## config.mk

```make
export PLATFORM = sky130hd
export DESIGN_NAME = pfd_detector
export DESIGN_NICKNAME = d
export VERILOG_FILES = /design/src/rtl/pfd_pkg.sv /design/src/rtl/pfd_edge_sync.sv /design/src/rtl/pfd_fsm.sv /design/src/rtl/pfd_lock_qual.sv /design/src/rtl/pfd_detector.sv
export SDC_FILE = /design/constraint.sdc
export NUM_CORES = 1
export LEC_CHECK = 0
export BUFFER_PORTS_ARGS = -buffer_cell sky130_fd_sc_hd__buf_2
export CAP_MARGIN = 20
export CORE_MARGIN = 5
export CORE_UTILIZATION = 45
export DETAILED_ROUTE_END_ITERATION = 10
export GPL_ROUTABILITY_DRIVEN = 0
export PLACE_DENSITY = 0.68
export RECOVER_POWER = 100
export SYNTH_ARGS = -nofsm -noshare
export SYNTH_HDL_FRONTEND = slang
export SYNTH_SLANG_ARGS = --single-unit
```

## constraint.sdc

```tcl
create_clock -name clk -period 3.9 [get_ports clk]
set_input_delay 0.195 -clock clk [delete_from_list [all_inputs] [get_ports clk]]
set_output_delay 0.195 -clock clk [all_outputs]
set_load 0.1 [all_outputs]
```

## src/rtl/pfd_pkg.sv

```systemverilog
package pfd_pkg;

    // Detector states: which pump outputs are currently set.
    typedef enum logic [1:0] {
        PFD_IDLE = 2'd0,
        PFD_UP   = 2'd1,
        PFD_DN   = 2'd2,
        PFD_BOTH = 2'd3
    } pfd_state_t;

    // Saturating increment for an arbitrary counter width.
    function automatic int unsigned sat_inc(input int unsigned val, input int unsigned max);
        return (val >= max) ? max : val + 1;
    endfunction

endpackage

```

## src/rtl/pfd_edge_sync.sv

```systemverilog
module pfd_edge_sync #(
    parameter int STAGES = 2
) (
    input  logic clk,
    input  logic rst,
    input  logic din,
    output logic rise
);
    logic [STAGES-1:0] smp;
    logic              last;

    always_ff @(posedge clk) begin
        if (rst) begin
            smp  <= '0;
            last <= 1'b0;
        end else begin
            smp[0] <= din;
            for (int i = 1; i < STAGES; i++) begin
                smp[i] <= smp[i-1];
            end
            last <= smp[STAGES-1];
        end
    end

    assign rise = smp[STAGES-1] & ~last;
endmodule

```

## src/rtl/pfd_fsm.sv

```systemverilog
module pfd_fsm
    import pfd_pkg::*;
(
    input  logic clk,
    input  logic rst,
    input  logic ref_rise,
    input  logic fb_rise,
    output logic up,
    output logic dn
);
    pfd_state_t state, state_nx;

    // State register
    always_ff @(posedge clk) begin
        if (rst) state <= PFD_IDLE;
        else     state <= state_nx;
    end

    // Transitions: each edge sets its own side; both set forces the one-cycle clear
    always_comb begin
        state_nx = state;
        unique case (state)
            PFD_IDLE: begin
                if (ref_rise && fb_rise) state_nx = PFD_BOTH;
                else if (ref_rise)       state_nx = PFD_UP;
                else if (fb_rise)        state_nx = PFD_DN;
            end
            PFD_UP: begin
                if (fb_rise) state_nx = PFD_BOTH;
            end
            PFD_DN: begin
                if (ref_rise) state_nx = PFD_BOTH;
            end
            PFD_BOTH: begin
                if (ref_rise && fb_rise) state_nx = PFD_BOTH;
                else if (ref_rise)       state_nx = PFD_UP;
                else if (fb_rise)        state_nx = PFD_DN;
                else                     state_nx = PFD_IDLE;
            end
            default: state_nx = PFD_IDLE;
        endcase
    end

    // Outputs decoded from the state
    always_comb begin
        up = 1'b0;
        dn = 1'b0;
        unique case (state)
            PFD_IDLE: ;
            PFD_UP:   up = 1'b1;
            PFD_DN:   dn = 1'b1;
            PFD_BOTH: begin
                up = 1'b1;
                dn = 1'b1;
            end
            default: ;
        endcase
    end
endmodule

```

## src/rtl/pfd_lock_qual.sv

```systemverilog
module pfd_lock_qual
    import pfd_pkg::*;
#(
    parameter int LIMIT_W     = 8,
    parameter int LOCK_CYCLES = 8
) (
    input  logic               clk,
    input  logic               rst,
    input  logic               up,
    input  logic               dn,
    input  logic [LIMIT_W-1:0] lock_limit,
    output logic               lock
);
    localparam int RUN_W = LIMIT_W + 1;
    localparam int CNT_W = $clog2(LOCK_CYCLES + 1);
    localparam int unsigned RUN_MAX = (1 << RUN_W) - 1;

    logic [RUN_W-1:0] run;       // cycles spent with exactly one output high
    logic [RUN_W-1:0] width_now; // width of the current pulse so far
    logic [CNT_W-1:0] good;      // consecutive qualifying comparisons
    logic             active, clear_cyc, wide;

    assign active    = up | dn;
    assign clear_cyc = up & dn;
    assign width_now = RUN_W'(sat_inc(int'(run), RUN_MAX));
    assign wide      = active && (width_now > {1'b0, lock_limit});

    always_ff @(posedge clk) begin
        if (rst) begin
            run <= '0;
        end else if (up ^ dn) begin
            run <= RUN_W'(sat_inc(int'(run), RUN_MAX));
        end else begin
            run <= '0;
        end
    end

    always_ff @(posedge clk) begin
        if (rst) begin
            good <= '0;
            lock <= 1'b0;
        end else if (wide) begin
            good <= '0;
            lock <= 1'b0;
        end else if (clear_cyc) begin
            good <= CNT_W'(sat_inc(int'(good), LOCK_CYCLES));
            if (int'(good) >= LOCK_CYCLES - 1) lock <= 1'b1;
        end
    end
endmodule

```

## src/rtl/pfd_detector.sv

```systemverilog
module pfd_detector #(
    parameter int SYNC_STAGES = 2,
    parameter int LIMIT_W     = 8,
    parameter int LOCK_CYCLES = 8
) (
    input  logic               clk,
    input  logic               rst,
    input  logic               ref_in,
    input  logic               fb_in,
    input  logic [LIMIT_W-1:0] lock_limit,
    output logic               up,
    output logic               dn,
    output logic               lock
);
    logic ref_rise, fb_rise;

    pfd_edge_sync #(.STAGES(SYNC_STAGES)) u_ref_edge (
        .clk(clk), .rst(rst), .din(ref_in), .rise(ref_rise)
    );

    pfd_edge_sync #(.STAGES(SYNC_STAGES)) u_fb_edge (
        .clk(clk), .rst(rst), .din(fb_in), .rise(fb_rise)
    );

    pfd_fsm u_fsm (
        .clk(clk), .rst(rst), .ref_rise(ref_rise), .fb_rise(fb_rise),
        .up(up), .dn(dn)
    );

    pfd_lock_qual #(.LIMIT_W(LIMIT_W), .LOCK_CYCLES(LOCK_CYCLES)) u_lock (
        .clk(clk), .rst(rst), .up(up), .dn(dn),
        .lock_limit(lock_limit), .lock(lock)
    );
endmodule

```

==> key figures, run 1 <==
Global route
  – First-pass GRT wire length: 4300 microns
  – Total grt overflow: 0
  – Largest net degree at the start of global routing: 16
  – GRT Util Overall: approximately 13%
  – Vias in the first global route: 1005
  – Antenna violations before repair: 0

Final layout
  – Post-Layout Cell Count: 193
  – Proportion of layout cells with a drive suffix above 1: 13.6%
  – Nets: 193
  – Area grow syn2layout: 7.56%
  – # diodes: 0
  – Post-route cell area: ~0.0014 sq mm
  – Fillers: ~280

Clock network
  – Root Buffer: clkbuf_4
  – Max Root-Sink Buffers: 2
  – CTS HTree Levels: 1
  – CTS Sinks: 22
  – Inserted Clock Buffers: 3
  – Clk slew on worst S/H paths: approximately 110 ps
  – CTS tree: yes
  – Setup Buffers After CTS: 0
  – Clk Latency, worst-skew pair: around 300 ps
  – Cts-stage hold buffer count: 0
  – Post_cts resized: 0

STA
  – Final hold vios: 0
  – Fin crit share: 82.0%
  – Worst rel slew slack: roughly 23%
  – Setup violations, final: 0
  – Post-route minimum period: 3200 ps
  – Hold_ws: 94.0 ps
  – Final TNS setup: 0 ps
  – Slew of the pin with the lowest slew margin: ~1200 ps
  – Final Max Tran Viols: 0
  – Fmax: 0.313 GHz
  – Unrepaired setup endpoints after global routing: false
  – Setup Skew: 5.33 ps

Critical path
  – Worst-case reg-to-reg path depth: 12
  – Slowest CP cell: a211oi_1
  – CP Data Required Time: about 4100 ps
  – CP Cell Sequence: ha_1 > nand3_1 > nor2_1 > and3_1 > ha_1 > a31oi_4 > nand2_1 > ha_1 > nand4_1 > or2_2 > a211oi_1 > nor3_1
  – WP depth: 12
  – R2r setup slk: 700 ps
  – Delay of the slowest critical-path stage: 480 ps
  – Critical path type: reg -> reg
  – Top cell by count, worst path: ha_1
  – CP Capture Type: flop
  – Worst EP arrival: approximately 3400 ps
  – Max Fanout on Critical Path: 15
  – Crit path max-delay family: simple AND/OR/NAND/NOR gates
  – CP startpoint kind: flop
  – Buffers & Inverters on Critical Path: 0

Route
  – DR iter-0 viols: 30
  – # DRC: 0
  – Drt wl/cell: 12.0 microns
  – Post-DRT Antenna Nets: 0
  – 1st-pass router iterations: 4
  – Routed WL: 2310 microns
  – Vias: 1013
  – Vias per cell: 5.25

Placed design
  – Placed cell count: 190
  – Port bufs: 14
  – DP Area: between 0.001 and 0.0015 sq mm
  – Hpwl dp: a little under 2000 microns

Synthesis
  – EDFF count, synth: 0
  – Sequential share of the synthesized area: ~34%
  – Syn nets: roughly 180
  – FFs w/ async S/R, synth: 0%
  – Seq cells post-synth: 22
  – Most used DFF post-synth: dfxtp_1
  – Post-synth cell types: 37
  – Synth Instances: approximately 150
  – Yosys warning count: 0
  – Average size of a mapped cell: 8.96 sq um
  – Mapped Area: around 0.0013 sq mm

Die
  – Die width: roughly 64 microns
  – Row count: 19
  – DIE AREA: ~0.004 sq mm
  – Top Ports: 15
  – Core ar.: 0.00278 sq mm
  – Die Y: 63.9 microns
  – Starting Density: 47.0%

Power
  – Worst IR Drop VDD: between 0.0002 and 0.00025 V
  – Sequential fraction of design power: 48.6%
  – P_sw: 0.179 mW
  – Comb power frac: 31.6%
  – Pint: about 0.33 mW
  – Total power: about 0.50 mW
  – Leakage power: 0.642 nW
  – Clock power frac: 19.8%
  – Net Sw Frac: 35.4%
  – Power Dens Cells: between 300 and 400 mW/mm^2

Min path
  – Hold Path Depth: 2
  – Min-Delay Path Class: in -> reg

Outcome
  – Run status: completed

Flow run
  – Max-cap violation count: 0
-- routing by layer --
metal  track usage [%]  wire, microns
met1              16.4           1140
met2              20.4           1050
met4              5.45             47
met5                 0              0
met3              2.80             66
-- final cells by class --
cell class                 instances  area [sq um]  area share, %
tap                               31          38.8           2.76
multi-input combinational        104           768           54.6
clock buffer                       3          22.5           1.60
sequential                        22           440           31.3
inverter                          19          71.3           5.07
timing repair buffer              14          65.1           4.63
-- stage by stage --
| stage | util [%] | worst slack [ps] |
|---|---|---|
| after CTS | 51.3 | 851 |
| after global routing | 50.6 | 425 |
| after global placement | 50.5 | 965 |
| after detailed placement | 50.5 | 868 |
| after floorplan | - | 1170 |
| final | 50.6 | 704 |
-- state kept, by name, indices dropped and copies added, names as in the netlist --
signal and cells:
u_fb_edge.last 1, u_fb_edge.smp 2, u_fsm.state 2, u_lock.good 4, u_lock.lock 1, u_lock.run 9
u_ref_edge.last 1, u_ref_edge.smp 2
-- layout by cell type, fill, tap and decap left out --
cell      instances
nor4b_1           1
a41oi_1           1
mux2i_1           4
nor2_4            1
a41o_1            1
nand3_1           2
nand4_1           2
a21oi_4           1
o211a_1           1
and3_1            1
buf_2            10
a221o_1           1
a22oi_1           1
clkbuf_4          3
a21oi_1          14
clkbuf_1          4
a21o_1            1
a31o_2            1
nor2b_1           6
a31oi_4           1
inv_1            19
nand4_2           1
nor3b_1           1
ha_1             17
o21a_1            1
nand2_1          14
nor2_1            6
xnor2_1           4
o22ai_1           2
o32ai_1           1
and2_2            1
o21ai_0           2
nand2b_1          3
or2_2             3
nor3_1            6
dfxtp_1          22
a211oi_1          2
-- synth_stat cells, types with 2 or more instances --
library cell	instances	area [sq um]
a21oi_1	11	55.1
nand4_1	2	12.5
nand3_1	2	10.0
xnor2_1	4	35.0
nor3_1	6	30.0
or2_2	3	18.8
o21ai_0	2	10.0
dfxtp_1	22	440
inv_1	19	71.3
a21oi_2	3	26.3
o22ai_1	2	12.5
nand2b_1	3	18.8
nand2_1	14	52.6
ha_1	17	213
nor2b_1	6	37.5
nor2_1	6	22.5
mux2i_1	4	40.0
-- final timing paths --
path / startpoint / endpoint
min reg2reg: u_fb_edge.smp[0] / u_fb_edge.smp[1]
max: u_lock.run[0] / u_lock.good[3]
min: ref_in / u_ref_edge.smp[0]
max reg2reg: u_lock.run[0] / u_lock.good[3]
-- power groups by stage --
stage / combinational, mW / clock [mW] / sequential (mW)
6_report: 0.159 / 0.100 / 0.246
5_1_grt: 0.178 / 0.114 / 0.247
4_1_cts: 0.164 / 0.106 / 0.245
3_5_place_dp: 0.163 / 0 / 0.250
3_3_place_gp: 0.160 / 0 / 0.250
2_1_floorplan: 0.134 / 0 / 0.248
-- logic make-up after synthesis --
group                      count (synthesis)  synth area share, %
adders and majority gates                 17                 16.3
muxes                                      4                 3.06
xor gates and xnor gates                   4                 2.68
AOI/OAI and AO/OA                         31                 18.4
DFF                                       22                 33.7
and+or+nand+nor                           48                 19.6
buffers and inverters                     20                 6.32
-- worst reg2reg max path: cells and delay by family, from the launching register on --
family	cells	cell delay (ps)
flip-flops	1	370
AO/OA/AOI/OAI	2	860
AND/OR/NAND/NOR	7	1020
adder cells (fa/ha/maj)	3	810
Note: power is estimated with default switching activity, not from simulation.
==> run 2: changes to the inputs <==
--- a/config.mk
+++ b/config.mk
@@ -11,7 +11,7 @@
 export CORE_UTILIZATION = 45
 export DETAILED_ROUTE_END_ITERATION = 10
 export GPL_ROUTABILITY_DRIVEN = 0
-export PLACE_DENSITY = 0.68
+export PLACE_DENSITY = 0.71
 export RECOVER_POWER = 100
 export SYNTH_ARGS = -nofsm -noshare
 export SYNTH_HDL_FRONTEND = slang
==> constraint.sdc (replaced) <==
create_clock -name clk -period 2.9 [get_ports clk]
set_input_delay 0.145 -clock clk [delete_from_list [all_inputs] [get_ports clk]]
set_output_delay 0.145 -clock clk [all_outputs]
set_load 0.1 [all_outputs]
==> key figures, run 2 (synthesis gave the netlist of run 1 again) <==
STA
  – Hold_ws: 22.8 ps (was 94.0 ps)
  – Setup Skew: 8.15 ps (was 5.33 ps)
  – Final WS setup: 112 ps (was 704 ps)
  – Final hold vios: 0 (unchanged)
  – Fmax: 0.359 GHz (was 0.313 GHz)
  – Worst rel slew slack: 22.8% (was 23.0%)
  – Fin crit share: 96.1% (was 82.0%)
  – Setup violations, final: 0 (unchanged)
  – Slew of the pin with the lowest slew margin: 1160 ps (about the same)
  – Final Max Tran Viols: 0 (unchanged)
  – Post-route minimum period: 2790 ps (was 3200 ps)
  – Final TNS setup: 0 ps (unchanged)

Clock network
  – Clk Latency, worst-skew pair: 320 ps (was 300 ps)
  – CTS Sinks: 22 (unchanged)
  – Setup Buffers After CTS: 0 (unchanged)
  – Clk slew on worst S/H paths: 130 ps (was 110 ps)
  – Max Root-Sink Buffers: 2 (unchanged)
  – CTS tree: yes (unchanged)
  – CTS HTree Levels: 1 (unchanged)
  – Inserted Clock Buffers: 3 (unchanged)
  – Root Buffer: clkbuf_4 (unchanged)
  – Cts-stage hold buffer count: 0 (unchanged)
  – Post_cts resized: 0 (unchanged)

Power
  – Clock power frac: 30.0% (was 19.8%)
  – Worst IR Drop VDD: 0.000357 V (was 0.000226 V)
  – Comb power frac: 28.3% (was 31.6%)
  – Net Sw Frac: 32.7% (was 35.4%)
  – Power Dens Cells: 525 mW/mm^2 (was 359 mW/mm^2)
  – Sequential fraction of design power: 41.8% (was 48.6%)
  – P_sw: 0.260 mW (was 0.179 mW)
  – Pint: 0.535 mW (was 0.326 mW)
  – Leakage power: 0.657 nW (was 0.642 nW)

Final layout
  – Final core occ: 54.5% (was 50.6%)
  – Post-route cell area: 0.00152 sq mm (was 0.00141 sq mm)
  – Proportion of layout cells with a drive suffix above 1: 20.6% (was 13.6%)
  – Biggest regs: u_lock.run: 9 flops, u_lock.good: 4 flops (unchanged)
  – # diodes: 0 (unchanged)
  – Top reg by flops: u_lock.run (unchanged)
  – Nets: 195 (was 193)
  – Number of flip-flops in the largest register: 9 (unchanged)
  – Commonest non-fill, non-tap cell in the layout: dfxtp_1 (unchanged)
  – Area grow syn2layout: 15.9% (was 7.56%)
  – Most frequent cells in the layout: dfxtp_1, inv_1, ha_1 (unchanged)

Die
  – Row count: 19 (unchanged)
  – Starting Density: 47.0% (unchanged)
  – Top Ports: 15 (unchanged)
  – Die width: 63.9 microns (unchanged)
  – Die Y: 63.9 microns (unchanged)
  – DIE AREA: 0.00408 sq mm (unchanged)
  – Core ar.: 0.00278 sq mm (unchanged)

Route
  – 1st-pass router iterations: 4 (unchanged)
  – Vias: 1050 (was 1013)
  – Drt wl/cell: 13.1 microns (was 12.0 microns)
  – Post-DRT Antenna Nets: 0 (unchanged)
  – DR iter-0 viols: 62 (was 30)
  – # DRC: 0 (unchanged)
  – Vias per cell: 5.36 (was 5.25)
  – Routed WL: 2570 microns (was 2310 microns)

Critical path
  – Capture point of the worst path: u_lock.lock (was u_lock.good[3])
  – R2r setup slk: 110 ps (was 700 ps)
  – Worst r2r src: u_lock.run[0] (unchanged)
  – Worst-case reg-to-reg path depth: 12 (unchanged)
  – Worst EP arrival: 2990 ps (was 3380 ps)
  – CP Capture Type: flop (unchanged)
  – Max Fanout on Critical Path: 8 (was 15)
  – CP startpoint kind: flop (unchanged)
  – Critical register-to-register path endpoint: u_lock.lock (was u_lock.good[3])
  – CP Data Required Time: 3100 ps (was 4080 ps)
  – Critical path type: reg -> reg (unchanged)
  – Worst Setup SP: u_lock.run[0] (unchanged)

Placed design
  – Port bufs: 14 (unchanged)
  – DP Area: 0.00142 sq mm (was 0.00141 sq mm)
  – Hpwl dp: 1910 microns (was 1920 microns)
  – Setup WS pre-CTS: 75.3 ps (was 868 ps)

Flow run
  – Max-cap violation count: 0 (unchanged)

Min path
  – Min-Delay Path Class: in -> reg (unchanged)

Global route
  – Total grt overflow: 0 (unchanged)
  – Antenna violations before repair: 0 (unchanged)
  – GRT Util Overall: 12.6% (was 12.7%)
  – Largest net degree at the start of global routing: 14 (was 16)
  – Vias in the first global route: 1009 (was 1005)
  – First-pass GRT wire length: 4210 microns (was 4300 microns)

Outcome
  – Run status: completed (unchanged)
==> run 2: worst min-delay path by stage <==
stage | slack [ps] | end | from | depth (start not counted)
after CTS | 20 | u_ref_edge.smp[0] | ref_in | 2
after global routing | 30 | u_fb_edge.smp[0] | fb_in | 2
after detailed placement | 360 | u_ref_edge.smp[0] | ref_in | 2
final | 20 | u_ref_edge.smp[0] | ref_in | 2
after floorplan | 220 | u_fb_edge.last | rst | 1
after global placement | 360 | u_fb_edge.smp[0] | fb_in | 2
==> run 2: area by class of cell <==
| cell class | count | area (sq um) |
|---|---|---|
| sequential | 22 | 444 |
| inverter | 19 | 71.3 |
| timing repair buffer | 16 | 72.6 |
| fill | 259 | 1270 |
| multi-input combinational | 104 | 836 |
| clock buffer | 3 | 22.5 |
| clock inverter | 1 | 30.0 |
| tap | 31 | 38.8 |
==> run 2: stage by stage <==
step / std cells / power (mW)
2_1_floorplan: 146 / 0.514
3_3_place_gp: 192 / 0.552
3_5_place_dp: 192 / 0.558
4_1_cts: 196 / 0.794
5_1_grt: 196 / 0.840
6_report: 196 / 0.795
==> run 2: routing by layer <==
layer | up-vias | part of all wire [%] | global-route usage (%)
li1 | 537 | - | -
met1 | 495 | 47 | 15.3
met2 | 13 | 49 | 21.5
met3 | 5 | 3.1 | 2.63
met4 | 0 | 1.6 | 5.45
met5 | - | 0 | 0
==> run 2: worst max-delay path, stage by stage, from the launching register on <==
cell and delay [ps]:
dfxtp_4 380, ha_1 230, nand3_2 110, nor2_1 60, and3_1 180, ha_2 200
a31oi_4 250, nand2_1 100, ha_1 310, nand4_1 150, or2_4 280, a211oi_4 320
nor3_1 100
==> run 2: power groups by stage <==
stage / registers, mW / logic, mW / clock network [mW]
floorplan: 0.334 / 0.180 / 0
global placement: 0.336 / 0.216 / 0
detailed placement: 0.337 / 0.221 / 0
CTS: 0.330 / 0.223 / 0.241
global route: 0.335 / 0.249 / 0.257
finish: 0.332 / 0.225 / 0.238
==> run 3: changes to the inputs <==
--- a/config.mk
+++ b/config.mk
@@ -5,6 +5,7 @@
 export SDC_FILE = /design/constraint.sdc
 export NUM_CORES = 1
 export LEC_CHECK = 0
+export ABC_AREA = 1
 export BUFFER_PORTS_ARGS = -buffer_cell sky130_fd_sc_hd__buf_2
 export CAP_MARGIN = 20
 export CORE_MARGIN = 5
==> key figures, run 3 <==
Synthesis
  – EDFF count, synth: 0 (unchanged)
  – Biggest area consumer among synthesized cells: dfxtp_1 (unchanged)
  – Synth Instances: 185 (was 146)
  – Count leader, synth: inv_1 (was dfxtp_1)
  – Average size of a mapped cell: 7.06 sq um (was 8.96 sq um)
  – FFs w/ async S/R, synth: 0% (unchanged)
  – Post-synth cell types: 25 (was 37)
  – Syn nets: 214 (was 175)
  – Seq cells post-synth: 22 (unchanged)
  – Most used DFF post-synth: dfxtp_1 (unchanged)
  – Synth top area share: 33.7% (about the same)
  – Most instantiated cells after synthesis: inv_1, nand2_1, nor2_1, dfxtp_1, ha_1 (was dfxtp_1, inv_1, ha_1, nand2_1, a21oi_1)
  – Sequential share of the synthesized area: 33.7% (about the same)
  – Mapped Area: 0.00131 sq mm (about the same)
  – Top cells by area, synth: dfxtp_1, ha_1, inv_1 (unchanged)
  – Yosys warning count: 0 (unchanged)

STA
  – Setup violations, final: 0 (unchanged)
  – Fin crit share: 90.9% (was 96.1%)
  – Fmax: 0.379 GHz (was 0.359 GHz)
  – Post-route minimum period: 2640 ps (was 2790 ps)
  – Final Max Tran Viols: 0 (unchanged)
  – Unrepaired setup endpoints after global routing: false
  – Final hold vios: 0 (unchanged)
  – Worst rel slew slack: 22.7% (was 22.8%)
  – Setup Skew: 8.16 ps (was 8.15 ps)
  – Final TNS setup: 0 ps (unchanged)
  – Slew of the pin with the lowest slew margin: 1170 ps (was 1160 ps)
  – Final WS setup: 263 ps (was 112 ps)

Final layout
  – Proportion of layout cells with a drive suffix above 1: 16.3% (was 20.6%)
  – Biggest regs: u_lock.run: 9 flops, u_lock.good: 4 flops (unchanged)
  – Commonest non-fill, non-tap cell in the layout: inv_1 (was dfxtp_1)
  – Top reg by flops: u_lock.run (unchanged)
  – Nets: 233 (was 195)
  – Most frequent cells in the layout: inv_1, nand2_1, nor2_1 (was dfxtp_1, inv_1, ha_1)
  – Area grow syn2layout: 10.6% (was 15.9%)
  – Number of flip-flops in the largest register: 9 (unchanged)
  – Final core occ: 52.4% (was 54.5%)
  – # diodes: 0 (unchanged)
  – Fillers: 282 (was 259)

Critical path
  – Critical path type: reg -> reg (unchanged)
  – CP startpoint kind: flop (unchanged)
  – CP Data Required Time: 3100 ps (about the same)
  – Max Fanout on Critical Path: 5 (was 8)
  – Buffers & Inverters on Critical Path: 2 (was 0)
  – CP Cell Sequence: ha_1 > nand2_1 > inv_1 > nand2_2 > nor2_2 > nand2_1 > nor2_1 > ha_1 > inv_2 > nand2_2 > or2_2 > ha_1 > nand2_1 > nor2_2 > nand2_1 > nand3_1 > nand2_1 > nand2_1 > nand2_1 > nand2_1 > nand2_1 > nand2_2 > nor2_1 (was ha_1 > nand3_2 > nor2_1 > and3_1 > ha_2 > a31oi_4 > nand2_1 > ha_1 > nand4_1 > or2_4 > a211oi_4 > nor3_1)
  – Slowest CP cell: dfxtp_4 (unchanged)
  – Crit path max-delay family: simple AND/OR/NAND/NOR gates (unchanged)
  – Top cell by count, worst path: nand2_1 (was ha_1)
  – Worst EP arrival: 2840 ps (was 2990 ps)
  – Delay of the slowest critical-path stage: 360 ps (was 380 ps)
  – CP Capture Type: flop (unchanged)

Power
  – Power Dens Cells: 638 mW/mm^2 (was 525 mW/mm^2)
  – Worst IR Drop VDD: 0.000482 V (was 0.000357 V)
  – Total power: 0.922 mW (was 0.795 mW)
  – Leakage power: 0.782 nW (was 0.657 nW)

Placed design
  – Port bufs: 14 (unchanged)
  – Setup WS pre-CTS: 177 ps (was 75.3 ps)
  – Hpwl dp: 1810 microns (was 1910 microns)

Min path
  – Min-Delay Path Class: in -> reg (unchanged)

Clock network
  – Clk Latency, worst-skew pair: 310 ps (was 320 ps)
  – Inserted Clock Buffers: 3 (unchanged)
  – CTS HTree Levels: 1 (unchanged)
  – CTS tree: yes (unchanged)
  – Cts-stage hold buffer count: 0 (unchanged)
  – Max Root-Sink Buffers: 2 (unchanged)
  – CTS Sinks: 22 (unchanged)
  – Clk slew on worst S/H paths: 120 ps (was 130 ps)
  – Root Buffer: clkbuf_4 (unchanged)

Global route
  – First-pass GRT wire length: 4190 microns (was 4210 microns)
  – Total grt overflow: 0 (unchanged)
  – Largest net degree at the start of global routing: 12 (was 14)
  – GRT Util Overall: 12.3% (was 12.6%)
  – Antenna violations before repair: 0 (unchanged)
  – Vias in the first global route: 1047 (was 1009)

Route
  – 1st-pass router iterations: 4 (unchanged)
  – Vias: 1107 (was 1050)
  – Post-DRT Antenna Nets: 0 (unchanged)
  – Routed WL: 2240 microns (was 2570 microns)
  – Vias per cell: 4.75 (was 5.36)
  – Drt wl/cell: 9.61 microns (was 13.1 microns)
  – # DRC: 0 (unchanged)
  – DR iter-0 viols: 19 (was 62)

Die
  – Die Y: 63.9 microns (about the same)
  – Top Ports: 15 (unchanged)
  – DIE AREA: 0.00408 sq mm (about the same)
  – Core ar.: 0.00276 sq mm (was 0.00278 sq mm)
  – Row count: 19 (unchanged)
  – Die width: 63.9 microns (about the same)
  – Starting Density: 47.4% (was 47.0%)

Flow run
  – Max-cap violation count: 0 (unchanged)

Outcome
  – Run status: completed (unchanged)
[run 3: changes by cell type in the layout (fill, tap and decap cells not counted), moves of 4 or more]
cell / delta
nor2_2: +4
o21ai_0: +4
nand2_1: +25
nor3_1: -5
nor2b_1: -6
nor2_1: +17
a21oi_1: -5
inv_1: +22
mux2i_1: -4
[run 3: path summary, 6_finish.rpt]
kind | startpoint | endpoint | slack, ps | depth (start not counted)
hold reg to reg | u_ref_edge.smp[0] | u_ref_edge.smp[1] | 410 | 2
setup reg to reg | u_lock.run[0] | u_lock.good[0] | 260 | 23
setup / recovery | u_lock.run[0] | u_lock.good[0] | 260 | 23
hold / removal | fb_in | u_fb_edge.smp[0] | 20 | 3
[run 3: layer usage]
layer	vias up	track usage [%]	routed length [microns]
met5	-	0	0
met4	0	3.90	34
met3	4	2.63	83
met2	14	20.4	1050
met1	485	15.9	1070
li1	604	-	-
[run 3: worst register-to-register path: stages, from the launching register on]
cell     delay [ps]
dfxtp_4         360
ha_1            200
nand2_1          70
inv_1            60
nand2_2          70
nor2_2           50
nand2_1          80
nor2_1           50
ha_1            200
inv_2            70
nand2_2          70
or2_2           290
ha_1            280
nand2_1          60
nor2_2          110
nand2_1          60
nand3_1          60
nand2_1          50
nand2_1          50
nand2_1          50
nand2_1          50
nand2_1          50
nand2_2          90
nor2_1           40
[run 3: area by class of cell]
class	instances	area [sq um]	share of cell area, %
clock buffer	3	22.5	1.56
inverter	43	164	11.3
multi-input combinational	119	702	48.6
sequential	22	445	30.8
tap	31	38.8	2.68
timing repair buffer	15	72.6	5.02
[run 3: per-stage QoR]
step	area, sq um	hold WS [ps]	cells
CTS	1430	17.5	232
global placement	1410	350	229
finish	1450	24.9	233
detailed placement	1410	355	229
floorplan	1310	252	185
global route	1450	29.2	233
[run 3: power by group]
part / internal [mW] / total, mW / switching [mW]
sequential: 0.335 / 0.354 / 0.0193
combinational: 0.120 / 0.432 / 0.312
clock: 0.0485 / 0.136 / 0.0876
[run 3: logic make-up after synthesis]
kind of cell	after synthesis	share of synthesized area, %
compound gates	20	9.10
fa+ha+maj	17	16.3
buf+inv	44	12.9
xor+xnor	2	1.34
simple gates	80	26.6
flops	22	33.7
[run 3: repair_timing]
action | 4_1_cts | 5_1_grt
buffers inserted | 0 | 1
resized for setup | 0 | 7
setup endpoints to repair | 0 | 5
